**src/rtl/segxfer_pkg.sv**
```systemverilog
package segxfer_pkg;
    typedef enum logic [2:0] {
        PH_IDLE  = 3'd0,
        PH_SETUP = 3'd1,
        PH_CMD   = 3'd2,
        PH_ADDR  = 3'd3,
        PH_DUMMY = 3'd4,
        PH_DATA  = 3'd5,
        PH_HOLD  = 3'd6
    } phase_e;

    localparam int NUM_OVR = 5;   // phases whose length can be overridden
    localparam int NUM_PH  = 6;   // active phases of one segment
endpackage

```
**src/rtl/segxfer_desc_mem.sv**
```systemverilog
module segxfer_desc_mem #(
    parameter int DEPTH = 8,
    parameter int WIDTH = 68,
    localparam int IDX_W = (DEPTH > 1) ? $clog2(DEPTH) : 1
) (
    input  logic             clk,
    input  logic             wr_en_i,
    input  logic [IDX_W-1:0] wr_idx_i,
    input  logic [WIDTH-1:0] wr_data_i,
    input  logic [IDX_W-1:0] rd_idx_i,
    output logic [WIDTH-1:0] rd_data_o
);
    logic [WIDTH-1:0] mem_q [DEPTH];

    always_ff @(posedge clk) begin
        if (wr_en_i) mem_q[wr_idx_i] <= wr_data_i;
    end

    assign rd_data_o = mem_q[rd_idx_i];
endmodule

```
**src/rtl/segxfer_resolve.sv**
```systemverilog
module segxfer_resolve import segxfer_pkg::*; #(
    parameter int LEN_W = 6
) (
    input  logic [NUM_OVR-1:0]            mask_i,
    input  logic [NUM_OVR-1:0][LEN_W-1:0] own_i,
    input  logic [NUM_OVR-1:0][LEN_W-1:0] def_i,
    output logic [NUM_OVR-1:0][LEN_W-1:0] eff_o
);
    for (genvar k = 0; k < NUM_OVR; k++) begin : g_sel
        assign eff_o[k] = mask_i[k] ? own_i[k] : def_i[k];
    end
endmodule

```
**src/rtl/segxfer_phase_seq.sv**
```systemverilog
module segxfer_phase_seq import segxfer_pkg::*; #(
    parameter int LEN_W = 6
) (
    input  logic                         clk,
    input  logic                         rst_n,
    input  logic                         launch_i,
    input  logic [NUM_PH-1:0][LEN_W-1:0] len_i,
    output phase_e                       phase_o,
    output logic                         fin_o
);
    typedef struct packed {
        phase_e                       ph;
        logic [LEN_W-1:0]             cnt;
        logic                         fin;
        logic [NUM_PH-1:0][LEN_W-1:0] lens;
    } seq_t;

    seq_t q, d;
    logic [2:0] nxt;

    // lowest non-empty phase at index >= from, returned as its code (index+1), 0 if none
    function automatic logic [2:0] first_nz(input logic [NUM_PH-1:0][LEN_W-1:0] l,
                                            input logic [2:0] from);
        logic [2:0] r;
        r = 3'd0;
        for (int j = NUM_PH - 1; j >= 0; j--) begin
            if (3'(j) >= from && l[j] != '0) r = 3'(j + 1);
        end
        return r;
    endfunction

    always_comb begin
        d     = q;
        d.fin = 1'b0;
        nxt   = 3'd0;
        if (q.ph == PH_IDLE) begin
            if (launch_i) begin
                d.lens = len_i;
                nxt    = first_nz(len_i, 3'd0);
                if (nxt == 3'd0) begin
                    d.fin = 1'b1;
                end else begin
                    d.ph  = phase_e'(nxt);
                    d.cnt = len_i[nxt - 3'd1];
                end
            end
        end else if (q.cnt == LEN_W'(1)) begin
            nxt = first_nz(q.lens, q.ph);
            if (nxt == 3'd0) begin
                d.ph  = PH_IDLE;
                d.fin = 1'b1;
            end else begin
                d.ph  = phase_e'(nxt);
                d.cnt = q.lens[nxt - 3'd1];
            end
        end else begin
            d.cnt = q.cnt - LEN_W'(1);
        end
    end

    always_ff @(posedge clk or negedge rst_n) begin
        if (!rst_n) q <= '0;
        else        q <= d;
    end

    assign phase_o = q.ph;
    assign fin_o   = q.fin;
endmodule

```
**src/rtl/segxfer_ctrl.sv**
```systemverilog
module segxfer_ctrl import segxfer_pkg::*; #(
    parameter int DEPTH = 8,
    parameter int LEN_W = 6,
    parameter int GAP_W = 32,
    localparam int IDX_W = (DEPTH > 1) ? $clog2(DEPTH) : 1,
    localparam int CNT_W = $clog2(DEPTH + 1)
) (
    input  logic             clk,
    input  logic             rst_n,
    input  logic             mode_wr,
    input  logic             mode_val,
    output logic             mode_on,
    input  logic             dw_en,
    input  logic [IDX_W-1:0] dw_idx,
    input  logic [4:0]       dw_mask,
    input  logic [LEN_W-1:0] dw_setup,
    input  logic [LEN_W-1:0] dw_cmd,
    input  logic [LEN_W-1:0] dw_addr,
    input  logic [LEN_W-1:0] dw_dummy,
    input  logic [LEN_W-1:0] dw_hold,
    input  logic [LEN_W-1:0] dw_data,
    input  logic [GAP_W-1:0] dw_gap,
    input  logic [LEN_W-1:0] def_setup,
    input  logic [LEN_W-1:0] def_cmd,
    input  logic [LEN_W-1:0] def_addr,
    input  logic [LEN_W-1:0] def_dummy,
    input  logic [LEN_W-1:0] def_hold,
    input  logic             start,
    input  logic [CNT_W-1:0] seg_count,
    output logic             busy,
    output logic             done,
    output logic             err,
    output logic [IDX_W-1:0] seg_idx,
    output logic             cs_n,
    output logic [2:0]       phase
);
    typedef struct packed {
        logic [NUM_OVR-1:0] mask;
        logic [LEN_W-1:0]   setup;
        logic [LEN_W-1:0]   cmd;
        logic [LEN_W-1:0]   addr;
        logic [LEN_W-1:0]   dummy;
        logic [LEN_W-1:0]   hold;
        logic [LEN_W-1:0]   data;
        logic [GAP_W-1:0]   gap;
    } desc_t;
    localparam int DESC_W = $bits(desc_t);

    typedef enum logic [1:0] {ST_IDLE, ST_LOAD, ST_RUN, ST_GAP} st_e;

    typedef struct packed {
        st_e              st;
        logic [IDX_W-1:0] idx;
        logic [IDX_W-1:0] last;
        logic [GAP_W-1:0] gap;
        logic             done;
        logic             err;
        logic             mode;
    } ctl_t;

    ctl_t  q, d;
    desc_t wr_desc, rd_desc;
    logic [DESC_W-1:0] rd_raw;
    logic [NUM_OVR-1:0][LEN_W-1:0] own_len, def_len, eff_len;
    logic [NUM_PH-1:0][LEN_W-1:0]  seq_len;
    logic   launch, seq_fin;
    phase_e seq_ph;

    assign wr_desc = '{mask: dw_mask, setup: dw_setup, cmd: dw_cmd, addr: dw_addr,
                       dummy: dw_dummy, hold: dw_hold, data: dw_data, gap: dw_gap};

    segxfer_desc_mem #(.DEPTH(DEPTH), .WIDTH(DESC_W)) i_mem (
        .clk       (clk),
        .wr_en_i   (dw_en),
        .wr_idx_i  (dw_idx),
        .wr_data_i (wr_desc),
        .rd_idx_i  (q.idx),
        .rd_data_o (rd_raw)
    );
    assign rd_desc = desc_t'(rd_raw);

    assign own_len = {rd_desc.hold, rd_desc.dummy, rd_desc.addr, rd_desc.cmd, rd_desc.setup};
    assign def_len = {def_hold, def_dummy, def_addr, def_cmd, def_setup};

    segxfer_resolve #(.LEN_W(LEN_W)) i_res (
        .mask_i (rd_desc.mask),
        .own_i  (own_len),
        .def_i  (def_len),
        .eff_o  (eff_len)
    );

    assign seq_len = {eff_len[4], rd_desc.data, eff_len[3], eff_len[2], eff_len[1], eff_len[0]};

    segxfer_phase_seq #(.LEN_W(LEN_W)) i_seq (
        .clk      (clk),
        .rst_n    (rst_n),
        .launch_i (launch),
        .len_i    (seq_len),
        .phase_o  (seq_ph),
        .fin_o    (seq_fin)
    );

    always_comb begin
        d      = q;
        d.done = 1'b0;
        launch = 1'b0;
        if (mode_wr && q.st == ST_IDLE && !start) d.mode = mode_val;
        case (q.st)
            ST_IDLE: begin
                if (start) begin
                    if (!q.mode || seg_count == '0 || seg_count > CNT_W'(DEPTH)) begin
                        d.err = 1'b1;
                    end else begin
                        d.err  = 1'b0;
                        d.idx  = '0;
                        d.last = IDX_W'(seg_count - CNT_W'(1));
                        d.st   = ST_LOAD;
                    end
                end
            end
            ST_LOAD: begin
                launch = 1'b1;
                d.gap  = rd_desc.gap;
                d.st   = ST_RUN;
            end
            ST_RUN: begin
                if (seq_fin) begin
                    if (q.idx == q.last) begin
                        d.st   = ST_IDLE;
                        d.done = 1'b1;
                    end else if (q.gap == '0) begin
                        d.idx = q.idx + IDX_W'(1);
                        d.st  = ST_LOAD;
                    end else begin
                        d.st = ST_GAP;
                    end
                end
            end
            default: begin
                if (q.gap == GAP_W'(1)) begin
                    d.idx = q.idx + IDX_W'(1);
                    d.st  = ST_LOAD;
                end else begin
                    d.gap = q.gap - GAP_W'(1);
                end
            end
        endcase
    end

    always_ff @(posedge clk or negedge rst_n) begin
        if (!rst_n) q <= '0;
        else        q <= d;
    end

    assign mode_on = q.mode;
    assign busy    = (q.st != ST_IDLE);
    assign done    = q.done;
    assign err     = q.err;
    assign seg_idx = q.idx;
    assign phase   = seq_ph;
    assign cs_n    = (seq_ph == PH_IDLE);
endmodule

```
**config.mk**
```make
export PLATFORM = sky130hd
export DESIGN_NAME = segxfer_ctrl
export DESIGN_NICKNAME = d
export VERILOG_FILES = /design/src/rtl/segxfer_pkg.sv /design/src/rtl/segxfer_desc_mem.sv /design/src/rtl/segxfer_resolve.sv /design/src/rtl/segxfer_phase_seq.sv /design/src/rtl/segxfer_ctrl.sv
export SDC_FILE = /design/constraint.sdc
export NUM_CORES = 1
export LEC_CHECK = 0
export CORE_MARGIN = 3
export CORE_UTILIZATION = 50
export DETAILED_ROUTE_END_ITERATION = 16
export DONT_BUFFER_PORTS = 1
export SLEW_MARGIN = 40
export SYNTH_ARGS = -nofsm -noshare
export SYNTH_HDL_FRONTEND = slang
export SYNTH_SLANG_ARGS = --single-unit
export TNS_END_PERCENT = 50
```
**constraint.sdc**
```tcl
create_clock -name clk -period 5.8 [get_ports clk]
set_clock_uncertainty 0.15 [all_clocks]
set_input_delay 0.58 -clock clk [delete_from_list [all_inputs] [get_ports clk]]
set_output_delay 0.58 -clock clk [all_outputs]
set_load 0.01 [all_outputs]
```
After elaboration in Yosys (flattened, before gate mapping):

Memory sizes are Yosys's and may differ from the RTL's.
Cells that the tools add are included.

* $mul: 0
* magnitude comparators: 9
* reduce and logical (&&, ||, !) cells: 43
* add/subtract/negate cells: 6
* shift-type cells: 0
* divide/modulo/power cells: 0
* eq/ne operators: 14
* mux-type cells: 54
* bitwise operators: 3

Operators by type and width (count)
* $reduce_bool 6->1: 12
* $pmux 32 s2: 1
* $mux 3: 20
* $mux 6: 9
* $mux 46: 1
* $bmux 6 s3: 2
* $eq 32x1->1 const B: 1
* $logic_not 32->1: 1
* $mux 32: 1
* $sub 32x1->32 const B: 1
* $mux 8: 2
* $mux 1: 10
* $mux 10: 1
* $mux 5: 2
* $ne 2x2->1 const B: 5
* $logic_not 3->1: 3
* $mux 9: 1
* $pmux 3 s3: 1
* $reduce_and 3->1: 3
* $sub 3x1->3 const B: 3
* $logic_and 1x1->1: 8
* $lt 3x4->1 const B: 2
* $reduce_and 7->1: 1
* $eq 6x1->1 const B: 1
* other kinds (24): 37

* ROM bits: 0
* RAM bits: 584
* flip-flop bits (word level): 89
* memories kept: 1
* logic and storage cells: 146
* latch bits: 0

Memories
* i_mem.mem_q: words 8, bits a word 73, read ports 1, clocked after Yosys merged registers in 0, write ports 1, line segxfer_desc_mem.sv:13 `logic [WIDTH-1:0] mem_q [DEPTH];`

Logic depth before layout (Yosys ltp):

An unclocked memory read counts as a cell.

* depth after elaboration: 17
* depth in mapped cells: 16

Modules after synthesis:

Synthesis repeated with hierarchy kept, for this count alone.

* cells, all modules: 1578
* area, all modules: 29365.7 µm²

Modules (own cells, without submodules)
* segxfer_desc_mem: times used 1, cells an instance 856, area an instance 22540.4 µm²
* segxfer_phase_seq: times used 1, cells an instance 342, area an instance 3299.4 µm²
* segxfer_ctrl: times used 1, cells an instance 345, area an instance 3019.1 µm²
* segxfer_resolve: times used 1, cells an instance 35, area an instance 506.7 µm²

Least setup slack after synthesis:

No wires, ideal clock.

* path kind: input port to flip-flop
* from: input dw_idx[1]
* to: memory i_mem.mem_q[0][0] (netlist name) (enable)
* stages: 2
* data required time: 5.055 ns
* library setup time: 0.595 ns
* path buffers: 0
* setup slack: -0.658 ns
* data arrival time: 5.713 ns
* path through: nand2b_1 -> nor3_1

RTL lines
* from (decl): line segxfer_ctrl.sv:14 `input logic [IDX_W-1:0] dw_idx,`
* to (decl): line segxfer_desc_mem.sv:13

Straight into the memory's write port.

Worst setup path in the final report:

* from: register q (netlist bit seg_idx[0])
* to: register i_seq.q[40] (netlist name)

* longest elaborated chain between the ends: 17

Ends and longest elaborated chain
* from (decl): line segxfer_ctrl.sv:61 `ctl_t q, d;`
* from (signal assigned): line segxfer_ctrl.sv:151 `if (!rst_n) q <= '0;`
* from (signal assigned): line segxfer_ctrl.sv:152 `else q <= d;`
* $mem_v2 8x73 (*)
* $mux 6: line segxfer_resolve.sv:10 `assign eff_o[k] = mask_i[k] ? own_i[k] : def_i[k];`
* $reduce_bool 6->1: line segxfer_phase_seq.sv:27 `if (3'(j) >= from && l[j] != '0) r = 3'(j + 1);`
* $mux 3 (6 in series): line segxfer_phase_seq.sv:27
* $mux 3: line segxfer_phase_seq.sv:37 `if (launch_i) begin`
* $mux 3: line segxfer_phase_seq.sv:36 `if (q.ph == PH_IDLE) begin`
* $sub 3x1->3: line segxfer_phase_seq.sv:44 `d.cnt = len_i[nxt - 3'd1];`
* $bmux 6 s3: line segxfer_phase_seq.sv:44
* $mux 6 (implied by the code): line segxfer_phase_seq.sv:44
* $mux 9: line segxfer_phase_seq.sv:40 `if (nxt == 3'd0) begin`
* $mux 46: line segxfer_phase_seq.sv:37
* $mux 10: line segxfer_phase_seq.sv:36
* to (signal assigned): line segxfer_phase_seq.sv:62 `if (!rst_n) q <= '0;`
* to (signal assigned): line segxfer_phase_seq.sv:63 `else q <= d;`
* to (decl): line segxfer_phase_seq.sv:18 `seq_t q, d;`

Mark *: on every way between the ends. The rest lies on a longest branch, timed or not. The select of a mux whose other input is x is not followed.
A chain may end at the register's enable or synchronous reset.

==> impl_metrics.tcl <==
set metrics [dict create \
    rows 85 \
    fmax_mhz 203 \
    die_w_um 242 \
    multi_input_area_mm2 0.00774 \
    synth-seq-cells 673 \
    drcViolationCount 0 \
    first_pass_iters 5 \
    vias 14840 \
    cap_violations 0 \
    grt_pass1_wl_mm 97.1 \
    synthDistinctLibCells 73 \
    numCtsBuffers 70 \
    leakagePower_nw 10.1 \
    ys_warn_count 0 \
    worst_pin_slew_ps 853 \
    antenna_found_initial 9 \
    syn_area_per_cell_um2 17.7 \
    cts_root_buffer "clkbuf_16" \
    clkTransAtPathRegs_ps 60 \
    cts_tree "done" \
    syn_to_final_growth_pct 14.5 \
    avgViaCountPerCell 5.97 \
    drt-initial-drc-count 1190 \
    ys_async_sr_fraction 0.132 \
    grt_pass1_vias 15436 \
    critPathLaunchType "register" \
    coreArea_mm2 0.0545 \
    critical_path_buf_inv_count 1 \
    hold_viol_final 0 \
    min_path_type "in -> reg" \
    nets 1816 \
    rsz0062_at_grt "no" \
    cp_slowest_cell "dfrtp_4" \
    setup_viol 0 \
    globalplace.congestion 0.865 \
    crit_arrival_ps 5260 \
    endpoint_kind "register" \
    critPathMaxStageDelay_ps 830 \
    layout_common_cells "edfxtp_1, mux4_2, dfrtp_1" \
    antenna_left 0 \
    portBuffers 0 \
    power_density_mw_per_mm2 316 \
    critPathMaxFanout 35 \
    ios 127 \
    grtUsageTotal 0.218 \
    regArea_mm2 0.0198 \
    period_needed_ps 4910 \
    holdWs_ps 59.5 \
    ctsLongestPathBuffers 3 \
    ir_drop_v 0.000229 \
    outcome "finished clean" \
    path_cells "buf_4, mux4_2, mux2_2, a211o_1, o31ai_2, o21a_1, a221oi_4, ha_1, nand3_1, mux2i_4, a21oi_1, o221ai_1" \
    crit_type "reg -> reg" \
    initial_core_util 0.512 \
    dieHeight_um 242 \
    synth_area_mm2 0.0279 \
    grt_max_degree 90 \
    synth_ff_type "edfxtp_1" \
    synth_edf_count 584 \
    netlist_instances 1578 \
    ys_seq_area_frac 0.709 \
    grt_overflow 0 \
    postRouteWirelength_mm 62.6 \
    slew_headroom 0.420 \
    final_common_cell "edfxtp_1" \
    setup_tns_ps 0 \
    fillers 4152 \
    wl_per_cell_um 25.2 \
    slew_viol_final 0 \
    cts_sinks 673 \
    drive_above_1_share 0.211 \
    dieArea_mm2 0.0586 \
    hpwl_mm 38.4 \
    clock_latency_ps 590 \
    cp.required_ps 6140 \
    critical-path-top-delay-family "compound AO/OA/AOI/OAI gates" \
    totalPowerFinal_mw 10.1 \
    cts.htree.levels 3 \
    fin_crit_sh 0.847 \
    synthesis.nets 1708 \
]
-- synth_stat cells, types with 20 or more instances --
cell | count | area (um2)
buf_2 | 20 | 100
nor3_1 | 29 | 145
edfxtp_1 | 584 | 17500
mux2_2 | 49 | 552
a21oi_1 | 64 | 320
nor2_1 | 71 | 267
o21ai_0 | 77 | 385
nand2_1 | 87 | 327
mux4_2 | 142 | 3200
mux2i_1 | 78 | 781
dfrtp_1 | 89 | 2230
clkbuf_1 | 35 | 131
-- metrics by stage --
stage	instances	setup WS [ps]	area [um2]	util
global route	2483	578	31900	0.586
floorplan	1578	-604	27900	-
CTS	2481	891	31900	0.586
finish	2486	886	31900	0.586
detailed placement	2275	913	28900	0.530
global placement	2272	1010	28800	0.529
-- what timing repair did --
action | in CTS | in global routing
endpoints found under the hold margin | 676 | 0
hold buffers | 78 | 0
buffers inserted | 0 | 0
gates resized for setup | 0 | 0
-- final cells by class --
| type | instances | area share |
|---|---|---|
| sequential | 673 | 0.620 |
| antenna | 5 | 0.000392 |
| tap | 739 | 0.0290 |
| multi-input combinational | 808 | 0.243 |
| inverter | 18 | 0.00212 |
| clock buffer | 89 | 0.0585 |
| timing repair buffer | 115 | 0.0365 |
| clock inverter | 39 | 0.0115 |
-- power breakdown --
part           leakage (nW)  switching [mW]  internal [mW]  total, mW
Sequential             6.19          0.0282           5.41       5.44
Combinational          2.87           0.179          0.106      0.286
Clock                  1.07            1.81           2.55       4.37
-- state kept, by name (all words and copies together) (netlist names) --
name           count
q                 37
i_seq.phase_o      3
seg_idx            3
i_seq.fin_o        1
err                1
i_seq.q           42
done               1
i_mem.mem_q      584
mode_on            1
-- final timing paths --
path / end / cells past startpoint / start / slack, ps
setup / recovery: i_seq.q[40]$_DFFE_PN0P_ / 12 / seg_idx[0]$_DFFE_PN0P_ / 890
hold / removal: q[37]$_DFFE_PN0P_ / 2 / seg_count[2] / 60
setup reg to reg: i_seq.q[40]$_DFFE_PN0P_ / 12 / seg_idx[0]$_DFFE_PN0P_ / 890
hold reg to reg: i_seq.q[23]$_DFFE_PN0P_ / 2 / i_seq.q[23]$_DFFE_PN0P_ / 360
max in group asynchronous: seg_idx[2]$_DFFE_PN0P_ / 2 / rst_n / 4570
min in group asynchronous: i_seq.q[23]$_DFFE_PN0P_ / 2 / rst_n / 470
-- cell families after synthesis --
group / count (synthesis) / share of synthesized area
DFF: 673 / 0.709
and+or+nand+nor: 278 / 0.0478
muxes: 273 / 0.165
AOI/OAI and AO/OA: 234 / 0.0524
buffers and inverters: 97 / 0.0171
adders and majority gates: 14 / 0.00628
xor gates and xnor gates: 9 / 0.00283
-- metal layers --
| layer | up-vias | global-route usage | wire length [um] |
|---|---|---|---|
| met5 | - | 0 | 62 |
| met4 | 10 | 0.0529 | 969 |
| met3 | 90 | 0.0426 | 3900 |
| met2 | 412 | 0.342 | 29700 |
| met1 | 7732 | 0.319 | 28000 |
| li1 | 6596 | - | - |
No activity file was read; power rests on OpenSTA's default activity.
